--- src/rtl/ccr_pkg.sv ---
package ccr_pkg;
    localparam int DATA_W   = 32;
    localparam int LANES    = DATA_W / 8;
    localparam int NUM_PLL  = 2;

    localparam int RC_EN    = 0;
    localparam int RC_RDY   = 1;
    localparam int TRIM_LO  = 3;
    localparam int TRIM_W   = 5;
    localparam int CAL_LO   = 8;
    localparam int CAL_W    = 8;
    localparam int XT_EN    = 16;
    localparam int XT_RDY   = 17;
    localparam int XT_BYP   = 18;
    localparam int SEC_EN   = 19;
    localparam int PLL_BASE = 24;

    localparam logic [DATA_W-1:0] RSVD_MASK = 32'hF0F0_0004;

    typedef enum logic [1:0] {
        DET_IDLE,
        DET_ARMED,
        DET_LIVE,
        DET_TRIPPED
    } det_state_e;

    function automatic int pll_en_bit(input int idx);
        return PLL_BASE + 2 * idx;
    endfunction

    function automatic int pll_rdy_bit(input int idx);
        return PLL_BASE + 2 * idx + 1;
    endfunction
endpackage

--- src/rtl/ccr_bus_dec.sv ---
module ccr_bus_dec
    import ccr_pkg::*;
#(
    parameter int ADDR_W = 4,
    parameter logic [ADDR_W-1:0] OFFSET = '0
) (
    input  logic              clk,
    input  logic              rst_n,
    input  logic              sel,
    input  logic              wr,
    input  logic [ADDR_W-1:0] addr,
    input  logic [LANES-1:0]  strb,
    output logic [LANES-1:0]  lane_we,
    output logic              rd_hit
);
    logic hit;

    always_comb begin
        hit     = sel && (addr == OFFSET);
        rd_hit  = hit && !wr;
        lane_we = (hit && wr) ? strb : '0;
    end

    assert_lane_R2: assert property (@(posedge clk) disable iff (!rst_n)
        (lane_we & ~strb) == '0);
    assert_nowrite_R2: assert property (@(posedge clk) disable iff (!rst_n)
        !(sel && wr) |-> lane_we == '0);
endmodule

--- src/rtl/ccr_pll_bit.sv ---
module ccr_pll_bit #(
    parameter bit LOCKABLE = 1'b0
) (
    input  logic clk,
    input  logic rst_n,
    input  logic we_i,
    input  logic wbit_i,
    input  logic lowpwr_i,
    input  logic hold_i,
    output logic en_o
);
    logic blocked;

    always_comb begin
        blocked = LOCKABLE && hold_i && !wbit_i;
    end

    always_ff @(posedge clk or negedge rst_n) begin
        if (!rst_n) begin
            en_o <= 1'b0;
        end else if (lowpwr_i) begin
            en_o <= 1'b0;
        end else if (we_i && !blocked) begin
            en_o <= wbit_i;
        end
    end

    assert_lp_clear_R6: assert property (@(posedge clk) disable iff (!rst_n)
        lowpwr_i |=> !en_o);

    generate
        if (LOCKABLE) begin : g_hold_chk
            assert_pll_hold_R7: assert property (@(posedge clk) disable iff (!rst_n)
                (hold_i && en_o && !lowpwr_i) |=> en_o);
        end
    endgenerate
endmodule

--- src/rtl/ccr_guard_fsm.sv ---
module ccr_guard_fsm
    import ccr_pkg::*;
(
    input  logic clk,
    input  logic rst_n,
    input  logic sec_en_i,
    input  logic osc_rdy_i,
    input  logic fail_i,
    output logic det_en_o
);
    det_state_e state, nxt;

    always_comb begin
        nxt = state;
        unique case (state)
            DET_IDLE: begin
                if (sec_en_i) nxt = osc_rdy_i ? DET_LIVE : DET_ARMED;
            end
            DET_ARMED: begin
                if (!sec_en_i)                nxt = DET_IDLE;
                else if (osc_rdy_i && !fail_i) nxt = DET_LIVE;
            end
            DET_LIVE: begin
                if (!sec_en_i)      nxt = DET_IDLE;
                else if (fail_i)    nxt = DET_TRIPPED;
                else if (!osc_rdy_i) nxt = DET_ARMED;
            end
            DET_TRIPPED: begin
                if (!sec_en_i) nxt = DET_IDLE;
            end
            default: nxt = DET_IDLE;
        endcase
    end

    always_ff @(posedge clk or negedge rst_n) begin
        if (!rst_n) state <= DET_IDLE;
        else        state <= nxt;
    end

    always_comb begin
        det_en_o = (state == DET_LIVE) && sec_en_i && osc_rdy_i && !fail_i;
    end

    assert_det_gate_R8: assert property (@(posedge clk) disable iff (!rst_n)
        det_en_o |-> (sec_en_i && osc_rdy_i && !fail_i));
    assert_trip_hold_R9: assert property (@(posedge clk) disable iff (!rst_n)
        (state == DET_TRIPPED && sec_en_i) |=> !det_en_o);
    assert_trip_entry_R9: assert property (@(posedge clk) disable iff (!rst_n)
        (state == DET_LIVE && sec_en_i && fail_i) |=> (state == DET_TRIPPED || !sec_en_i));
endmodule

--- src/rtl/clk_ctrl_reg.sv ---
module clk_ctrl_reg
    import ccr_pkg::*;
#(
    parameter int ADDR_W = 4,
    parameter logic [ADDR_W-1:0] REG_OFFSET = '0,
    parameter logic [TRIM_W-1:0] TRIM_RST = 5'h10
) (
    input  logic              clk,
    input  logic              rst_n,
    input  logic              bus_sel,
    input  logic              bus_wr,
    input  logic [ADDR_W-1:0] bus_addr,
    input  logic [DATA_W-1:0] bus_wdata,
    input  logic [LANES-1:0]  bus_strb,
    output logic [DATA_W-1:0] bus_rdata,
    input  logic              rc_stable_i,
    input  logic              xtal_stable_i,
    input  logic              main_lock_i,
    input  logic              aux_lock_i,
    input  logic [CAL_W-1:0]  cal_code_i,
    input  logic              lowpwr_entry_i,
    input  logic              sysclk_is_pll_i,
    input  logic              clk_fail_i,
    output logic              rc_en_o,
    output logic [TRIM_W-1:0] trim_o,
    output logic              xtal_en_o,
    output logic              xtal_bypass_o,
    output logic              main_pll_en_o,
    output logic              aux_pll_en_o,
    output logic              det_en_o
);
    localparam int TRIM_LANE = TRIM_LO / 8;
    localparam int XT_LANE   = XT_EN / 8;

    logic [LANES-1:0]   lane_we;
    logic               rd_hit;
    logic               rc_en_q, xt_en_q, xt_byp_q, sec_en_q;
    logic [TRIM_W-1:0]  trim_q;
    logic [NUM_PLL-1:0] pll_en, pll_lock;
    logic [DATA_W-1:0]  word;

    assign pll_lock = {aux_lock_i, main_lock_i};

    ccr_bus_dec #(.ADDR_W(ADDR_W), .OFFSET(REG_OFFSET)) u_dec (
        .clk     (clk),
        .rst_n   (rst_n),
        .sel     (bus_sel),
        .wr      (bus_wr),
        .addr    (bus_addr),
        .strb    (bus_strb),
        .lane_we (lane_we),
        .rd_hit  (rd_hit)
    );

    always_ff @(posedge clk or negedge rst_n) begin
        if (!rst_n) begin
            rc_en_q  <= 1'b1;
            trim_q   <= TRIM_RST;
            xt_en_q  <= 1'b0;
            xt_byp_q <= 1'b0;
            sec_en_q <= 1'b0;
        end else begin
            if (lane_we[TRIM_LANE]) begin
                rc_en_q <= bus_wdata[RC_EN];
                trim_q  <= bus_wdata[TRIM_LO +: TRIM_W];
            end
            if (lane_we[XT_LANE]) begin
                xt_en_q  <= bus_wdata[XT_EN];
                xt_byp_q <= bus_wdata[XT_BYP];
                sec_en_q <= bus_wdata[SEC_EN];
            end
        end
    end

    generate
        for (genvar g = 0; g < NUM_PLL; g++) begin : g_pll
            localparam int EB = pll_en_bit(g);
            ccr_pll_bit #(.LOCKABLE(g == 0)) u_pll (
                .clk      (clk),
                .rst_n    (rst_n),
                .we_i     (lane_we[EB / 8]),
                .wbit_i   (bus_wdata[EB]),
                .lowpwr_i (lowpwr_entry_i),
                .hold_i   (sysclk_is_pll_i),
                .en_o     (pll_en[g])
            );
        end
    endgenerate

    ccr_guard_fsm u_guard (
        .clk       (clk),
        .rst_n     (rst_n),
        .sec_en_i  (sec_en_q),
        .osc_rdy_i (xtal_stable_i),
        .fail_i    (clk_fail_i),
        .det_en_o  (det_en_o)
    );

    always_comb begin
        word = '0;
        word[RC_EN]              = rc_en_q;
        word[RC_RDY]             = rc_stable_i;
        word[TRIM_LO +: TRIM_W]  = trim_q;
        word[CAL_LO +: CAL_W]    = cal_code_i;
        word[XT_EN]              = xt_en_q;
        word[XT_RDY]             = xtal_stable_i;
        word[XT_BYP]             = xt_byp_q;
        word[SEC_EN]             = sec_en_q;
        for (int i = 0; i < NUM_PLL; i++) begin
            word[pll_en_bit(i)]  = pll_en[i];
            word[pll_rdy_bit(i)] = pll_lock[i];
        end
        bus_rdata = rd_hit ? word : '0;
    end

    assign rc_en_o       = rc_en_q;
    assign trim_o        = trim_q;
    assign xtal_en_o     = xt_en_q;
    assign xtal_bypass_o = xt_byp_q;
    assign main_pll_en_o = pll_en[0];
    assign aux_pll_en_o  = pll_en[1];

    logic unused_wdata;
    assign unused_wdata = ^{bus_wdata[31:27], bus_wdata[25], bus_wdata[23:20],
                            bus_wdata[17], bus_wdata[15:8], bus_wdata[2:1]};

    assert_rsvd_R3: assert property (@(posedge clk) disable iff (!rst_n)
        rd_hit |-> (bus_rdata & RSVD_MASK) == '0);
    assert_cal_live_R4: assert property (@(posedge clk) disable iff (!rst_n)
        rd_hit |-> bus_rdata[CAL_LO +: CAL_W] == cal_code_i);
    assert_idle_zero_R5: assert property (@(posedge clk) disable iff (!rst_n)
        !(bus_sel && !bus_wr) |-> bus_rdata == '0);
    assert_lane0_keep_R2: assert property (@(posedge clk) disable iff (!rst_n)
        !lane_we[TRIM_LANE] |=> $stable(trim_o));
endmodule

--- config.mk ---
export PLATFORM = sky130hd
export DESIGN_NAME = clk_ctrl_reg
export DESIGN_NICKNAME = d
export VERILOG_FILES = /design/src/rtl/ccr_pkg.sv /design/src/rtl/ccr_bus_dec.sv /design/src/rtl/ccr_pll_bit.sv /design/src/rtl/ccr_guard_fsm.sv /design/src/rtl/clk_ctrl_reg.sv
export SDC_FILE = /design/constraint.sdc
export NUM_CORES = 1
export LEC_CHECK = 0
export ABC_CLOCK_PERIOD_IN_PS = 4100
export BUFFER_PORTS_ARGS = -buffer_cell sky130_fd_sc_hd__buf_2
export CAP_MARGIN = 30
export CORE_MARGIN = 2
export CORE_UTILIZATION = 34
export DETAILED_ROUTE_END_ITERATION = 6
export GPL_TIMING_DRIVEN = 0
export HOLD_SLACK_MARGIN = 0.08
export PLACE_DENSITY = 0.84
export SLEW_MARGIN = 15
export SYNTH_ARGS = -nofsm -noshare
export SYNTH_HDL_FRONTEND = slang
export SYNTH_SLANG_ARGS = --single-unit
--- constraint.sdc ---
create_clock -name clk -period 4.1 [get_ports clk]
set_input_delay 0.82 -clock clk [delete_from_list [all_inputs] [get_ports clk]]
set_output_delay 0.82 -clock clk [all_outputs]
set_load 0.02 [all_outputs]
Yosys cells after proc, flatten, opt, wreduce, memory -nomap -nowiden
Cells that the tools add are included.
{"block": "classes", "n_eq_ne": 7, "mux": 15, "reduce_logical": 18}
{"op": "$mux W28", "n": 1}
{"op": "$mux W2", "n": 8}
{"op": "$logic_and A1 B1 Y1", "n": 9}
{"op": "$pmux W2 S4", "n": 1}
{"op": "$eq A2 B2 Y1 const B", "n": 2}
{"op": "$logic_not A1 Y1", "n": 4}
{"op": "$logic_not A4 Y1", "n": 1}
{"op": "$mux W1", "n": 4}
{"op": "$mux W4", "n": 1}
{"op": "$ne A2 B2 Y1 const B", "n": 2}
{"op": "$ne A4 B4 Y1 const B", "n": 1}
{"op": "$reduce_and A4 Y1", "n": 1}
{"op": "$reduce_bool A2 Y1", "n": 2}
{"op": "$ne A3 B2 Y1 const B", "n": 1}
{"op": "$eq A2 B1 Y1 const B", "n": 1}
{"op": "$logic_not A2 Y1", "n": 1}
{"block": "word_totals", "register_bits": 13, "input_bits": 59, "elab_cells": 48}

Longest topological paths before layout
{"block": "depth", "ltp_word": 7, "ltp_mapped": 5, "depth_no_buf": 3}

Hierarchy
A second synthesis with hierarchy kept.
{"block": "unflattened", "cells_unflattened": 80, "hier_area_um2": 862.1}
{"module": "clk_ctrl_reg", "instances": 1, "cells_each": 54, "area_each_um2": 588.1, "seq_area_each_um2": 227.7}
{"module": "ccr_guard_fsm", "instances": 1, "cells_each": 11, "area_each_um2": 106.4, "seq_area_each_um2": 50.0}
{"module": "ccr_bus_dec", "instances": 1, "cells_each": 7, "area_each_um2": 67.6, "seq_area_each_um2": 0.0}
{"module": "ccr_pll_bit (g_pll[0].u_pll)", "instances": 1, "cells_each": 5, "area_each_um2": 61.3, "seq_area_each_um2": 25.0}
{"module": "ccr_pll_bit (g_pll[1].u_pll)", "instances": 1, "cells_each": 3, "area_each_um2": 38.8, "seq_area_each_um2": 25.0}

Least setup slack after synthesis
Ideal clock, no wire load.
{"block": "synth_path", "path_kind": "input port to output port", "startpoint": "input bus_addr[2]", "endpoint": "output bus_rdata[17]", "t_arrival_ns": 2.117, "required_ns": 3.280, "setup_slack_ns": 1.163, "stages": 3, "cell_sequence": "or4b_4 > buf_6 > nor4_1"}
{"block": "synth_via", "elab_chain_len": 4}
{"element": "from (decl)", "line_no": "clk_ctrl_reg.sv:12", "source": "input logic [ADDR_W-1:0] bus_addr,"}
{"element": "$logic_not A4 Y1", "line_no": "ccr_bus_dec.sv:19", "source": "hit = sel && (addr == OFFSET);"}
{"element": "$logic_and A1 B1 Y1", "line_no": "ccr_bus_dec.sv:19"}
{"element": "$logic_and A1 B1 Y1", "line_no": "ccr_bus_dec.sv:20", "source": "rd_hit = hit && !wr;"}
{"element": "$mux W28", "line_no": "clk_ctrl_reg.sv:113", "source": "bus_rdata = rd_hit ? word : '0;"}
{"element": "to (decl)", "line_no": "clk_ctrl_reg.sv:15", "source": "output logic [DATA_W-1:0] bus_rdata,"}
Every way passes these cells.

Worst setup path in the final report
{"block": "layout_path", "startpoint": "input bus_addr[2]", "endpoint": "output bus_rdata[6]"}
Same word-level chain as after synthesis.

==> impl_metrics.py <==
metrics = {
    "run_status": {
        "run_status": "completed",
    },
    "floorplan": {
        "std_cell_rows": 17,
        "num_io_pins": 102,
        "core-area_um2": 2250,
        "initial_core_util_pct": 36.5,
        "die_h_um": 53.2,
        "floorplan.die_area_um2": 2830,
        "dieWidth_um": 53.2,
    },
    "clocking": {
        "insertion_delay_ns": 0.28,
        "clock-sinks": 13,
        "clock_path_buffers": 2,
        "cts.repair.resized": 0,
        "cts-hold-fix-buffers": 0,
        "post_cts_buffers": 0,
        "cts_htree_levels": 1,
        "cts_root_buf": "sky130_fd_sc_hd__clkbuf_4",
        "total_clock_buffers_created_by_cts": 3,
        "path_clk_slew_ns": 0.09,
        "tritoncts_clock_tree": "done",
    },
    "setup_path": {
        "path_cells": "buf_2 > or4b_4 > buf_6 > nor3_2 > clkbuf_1 > and2_1 > buf_2",
        "critical_path.reg2reg.endpoint": "u_guard.state[0]",
        "critPathCaptureType": "output pin",
        "flop_to_flop_setup_slack_ns": 3.05,
        "crit_type": "in2out",
        "timing.critical_path.arrival_ns": 2.43,
        "delay_of_the_slowest_cell_on_the_worst_path_ns": 0.52,
        "crit_path_max_fanout": 10,
        "timing.reg2reg.worst_path_depth": 2,
        "cell_repeated_most_along_the_worst_path": "sky130_fd_sc_hd__buf_2",
        "critPathSlowestCell": "sky130_fd_sc_hd__or4b_4",
        "timing.critical_path.from_type": "input port",
        "timing.critical_path.required_ns": 3.28,
        "crit-reg2reg-launch": "u_guard.state[0]",
    },
    "timing": {
        "finalWorstPathRequiredPeriod_ns": 3.25,
        "grt_setup_unrepaired": "false",
        "maxClockFrequency_mhz": 308,
        "post-route-period-util_pct": 79.3,
        "timing.final.setup_violations": 0,
        "hold_violations": 0,
        "tns_ns": 0,
        "finalClockSkew_ns": 0.00440,
        "drv_slew": 0,
    },
    "grt": {
        "grt_pass1_wl_um": 3020,
        "vias_in_the_first_global_route": 723,
        "grt_use_total_pct": 15.1,
        "overflow": 0,
        "grt_max_degree": 14,
        "number_of_antenna_violations_at_the_first_check_in_global_routing": 0,
    },
    "placed_design": {
        "numPlacedInstances": 186,
        "gpl.final_weighted_congestion": 0.666,
        "portBuffers": 70,
        "place_hpwl_um": 1700,
    },
    "route": {
        "avgRoutedWirePerCell_um": 10.6,
        "drt_drc_violations_left": 0,
        "drt_iter0_markers": 5,
        "drt_first_pass_iters": 2,
        "postRouteWirelength_um": 2020,
        "antenna_violating_nets_post_route": 0,
        "route.vias.total": 834,
        "avgViaCountPerCell": 4.39,
    },
    "yosys": {
        "synthesis.yosys.warnings": 0,
        "synth.ff_latch_count": 13,
        "yosys.cell_types.count": 25,
        "synth_xor_area_share_pct": 0,
        "synth_top_cell_area_share_pct": 33.4,
        "yosysSeqAreaShare_pct": 39.8,
        "post_synth_fa_ha_maj_area_fraction_pct": 1.22,
        "syn-instance-count": 80,
        "simple_logic_cell_fraction_of_the_synthesized_area_pct": 29.9,
        "synth_top_family_by_area": "simple AND/OR/NAND/NOR gates",
        "synth_area_in_compound_gates_pct": 5.32,
        "syn-mean-instance-area_um2": 10.3,
        "synth.area.top_cells": "sky130_fd_sc_hd__dfrtp_1 (33%), sky130_fd_sc_hd__and2_1 (17%), sky130_fd_sc_hd__mux2_2 (11%)",
        "summed_instance_area_of_the_synthesized_netlist_um2": 823,
        "synth_area_leader_cell": "sky130_fd_sc_hd__dfrtp_1",
        "yosys-mux-area-fraction_pct": 12.3,
    },
    "pwr": {
        "post-layout-total-power_uw": 316,
        "power-per-cell-area_nw_per_um2": 250,
        "power.ir.vdd_worst_v": 0.000285,
        "power.static_leakage_uw": 0.000753,
    },
    "hold_path": {
        "min_path_type": "in2async",
    },
    "cells_and_area": {
        "num_antenna_cells": 0,
        "finish.net_count": 222,
        "layout-drive-gt1-share_pct": 60.5,
        "stdcell_count": 190,
        "area_delta_synth_final_pct": 53.8,
    },
    "flow_run": {
        "max-cap-violations": 0,
    },
}
[report_power, final]
part	leakage, uW	internal (uW)	switching (uW)
Sequential	0.000169	144	10.1
Combinational	0.000566	38.2	43.4
Clock	0.0000177	36.2	44.7
[worst max path at each step]
stage,slack (ns),from,cells past startpoint,to
after floorplan,1.16,bus_addr[2],3,bus_rdata[17]
after global placement,0.85,bus_addr[2],7,bus_rdata[7]
after detailed placement,0.81,bus_addr[2],7,bus_rdata[6]
after CTS,0.81,bus_addr[2],7,bus_rdata[6]
after global routing,0.70,bus_addr[2],7,bus_rdata[13]
final,0.85,bus_addr[2],7,bus_rdata[6]
[sequential cells by signal, indices dropped and copies added (netlist names)]
| signal | flops |
|---|---|
| trim_o | 5 |
| g_pll.u_pll.en_o | 2 |
| u_guard.state | 2 |
| rc_en_o | 1 |
| sec_en_q | 1 |
| xtal_bypass_o | 1 |
| xtal_en_o | 1 |
[cell type report]
| type | count | area, um2 |
|---|---|---|
| buffer | 12 | 86.3 |
| timing repair buffer | 70 | 350 |
| clock buffer | 3 | 22.5 |
| fill | 219 | 988 |
| multi-input combinational | 62 | 435 |
| clock inverter | 1 | 5.00 |
| inverter | 1 | 3.75 |
| sequential | 13 | 328 |
| tap | 28 | 35.0 |
[logic make-up (layout without fill, tap and decap cells)]
group | Yosys count | in the layout
other | 1 | 9
AO/OA/AOI/OAI | 7 | 7
multiplexers | 9 | 9
flip-flops | 13 | 13
adder cells (fa/ha/maj) | 1 | 1
buffers and inverters | 13 | 87
AND/OR/NAND/NOR | 36 | 36
[Yosys cell counts]
library cell,count
sky130_fd_sc_hd__mux2_2,8
sky130_fd_sc_hd__or4b_4,1
sky130_fd_sc_hd__clkbuf_1,2
sky130_fd_sc_hd__buf_4,9
sky130_fd_sc_hd__o31ai_1,1
sky130_fd_sc_hd__o21ai_0,1
sky130_fd_sc_hd__inv_1,1
sky130_fd_sc_hd__dfrtp_1,11
sky130_fd_sc_hd__nand3b_1,1
sky130_fd_sc_hd__nor3_4,1
sky130_fd_sc_hd__nor3_2,2
sky130_fd_sc_hd__nand2_1,4
sky130_fd_sc_hd__and2_1,22
sky130_fd_sc_hd__or4b_1,2
sky130_fd_sc_hd__conb_1,1
sky130_fd_sc_hd__mux2_1,1
sky130_fd_sc_hd__nand3_1,1
sky130_fd_sc_hd__nor4_1,1
sky130_fd_sc_hd__o21a_1,1
sky130_fd_sc_hd__maj3_1,1
sky130_fd_sc_hd__dfstp_2,2
sky130_fd_sc_hd__buf_6,1
sky130_fd_sc_hd__a21oi_1,3
sky130_fd_sc_hd__o41ai_1,1
sky130_fd_sc_hd__nor3_1,1
[critical path, delay by kind of cell]
kind	cells	cell delay, ns
buffers and inverters	4	0.71
AND/OR/NAND/NOR	3	0.89
[layer usage]
layer | up-vias | part of all wire (%) | global-route usage [%] | wire length [um]
met4 | 0 | 0 | 1.28 | 0
li1 | 417 | - | - | -
met3 | 0 | 11 | 5.65 | 231
met2 | 49 | 51 | 29.0 | 1030
met1 | 368 | 37 | 15.9 | 755
met5 | - | 0 | 0 | 0
[cells in the final DEF (no fill, tap or decap), types with 2 or more instances in the layout]
cell / Yosys / layout
sky130_fd_sc_hd__conb_1: 1 / 9
sky130_fd_sc_hd__dfstp_2: 2 / 2
sky130_fd_sc_hd__buf_2: 0 / 70
sky130_fd_sc_hd__clkbuf_1: 2 / 2
sky130_fd_sc_hd__or4b_1: 2 / 2
sky130_fd_sc_hd__buf_4: 9 / 9
sky130_fd_sc_hd__clkbuf_4: 0 / 3
sky130_fd_sc_hd__dfrtp_1: 11 / 11
sky130_fd_sc_hd__nor3_2: 2 / 2
sky130_fd_sc_hd__nand2_1: 4 / 4
sky130_fd_sc_hd__and2_1: 22 / 22
sky130_fd_sc_hd__a21oi_1: 3 / 3
sky130_fd_sc_hd__mux2_2: 8 / 8
[per-stage QoR]
| stage | util [%] | hold WS, ns | setup slack, ns | instance area, um2 |
|---|---|---|---|---|
| 5_1_grt | 56.2 | 0.419 | 0.702 | 1270 |
| 3_5_place_dp | 54.9 | 0.499 | 0.814 | 1240 |
| 2_1_floorplan | - | 0.511 | 1.16 | 853 |
| 4_1_cts | 56.2 | 0.415 | 0.806 | 1270 |
| 6_report | 56.2 | 0.408 | 0.850 | 1270 |
| 3_3_place_gp | 54.9 | 0.485 | 0.850 | 1240 |
(Power assumes the default switching activity.)
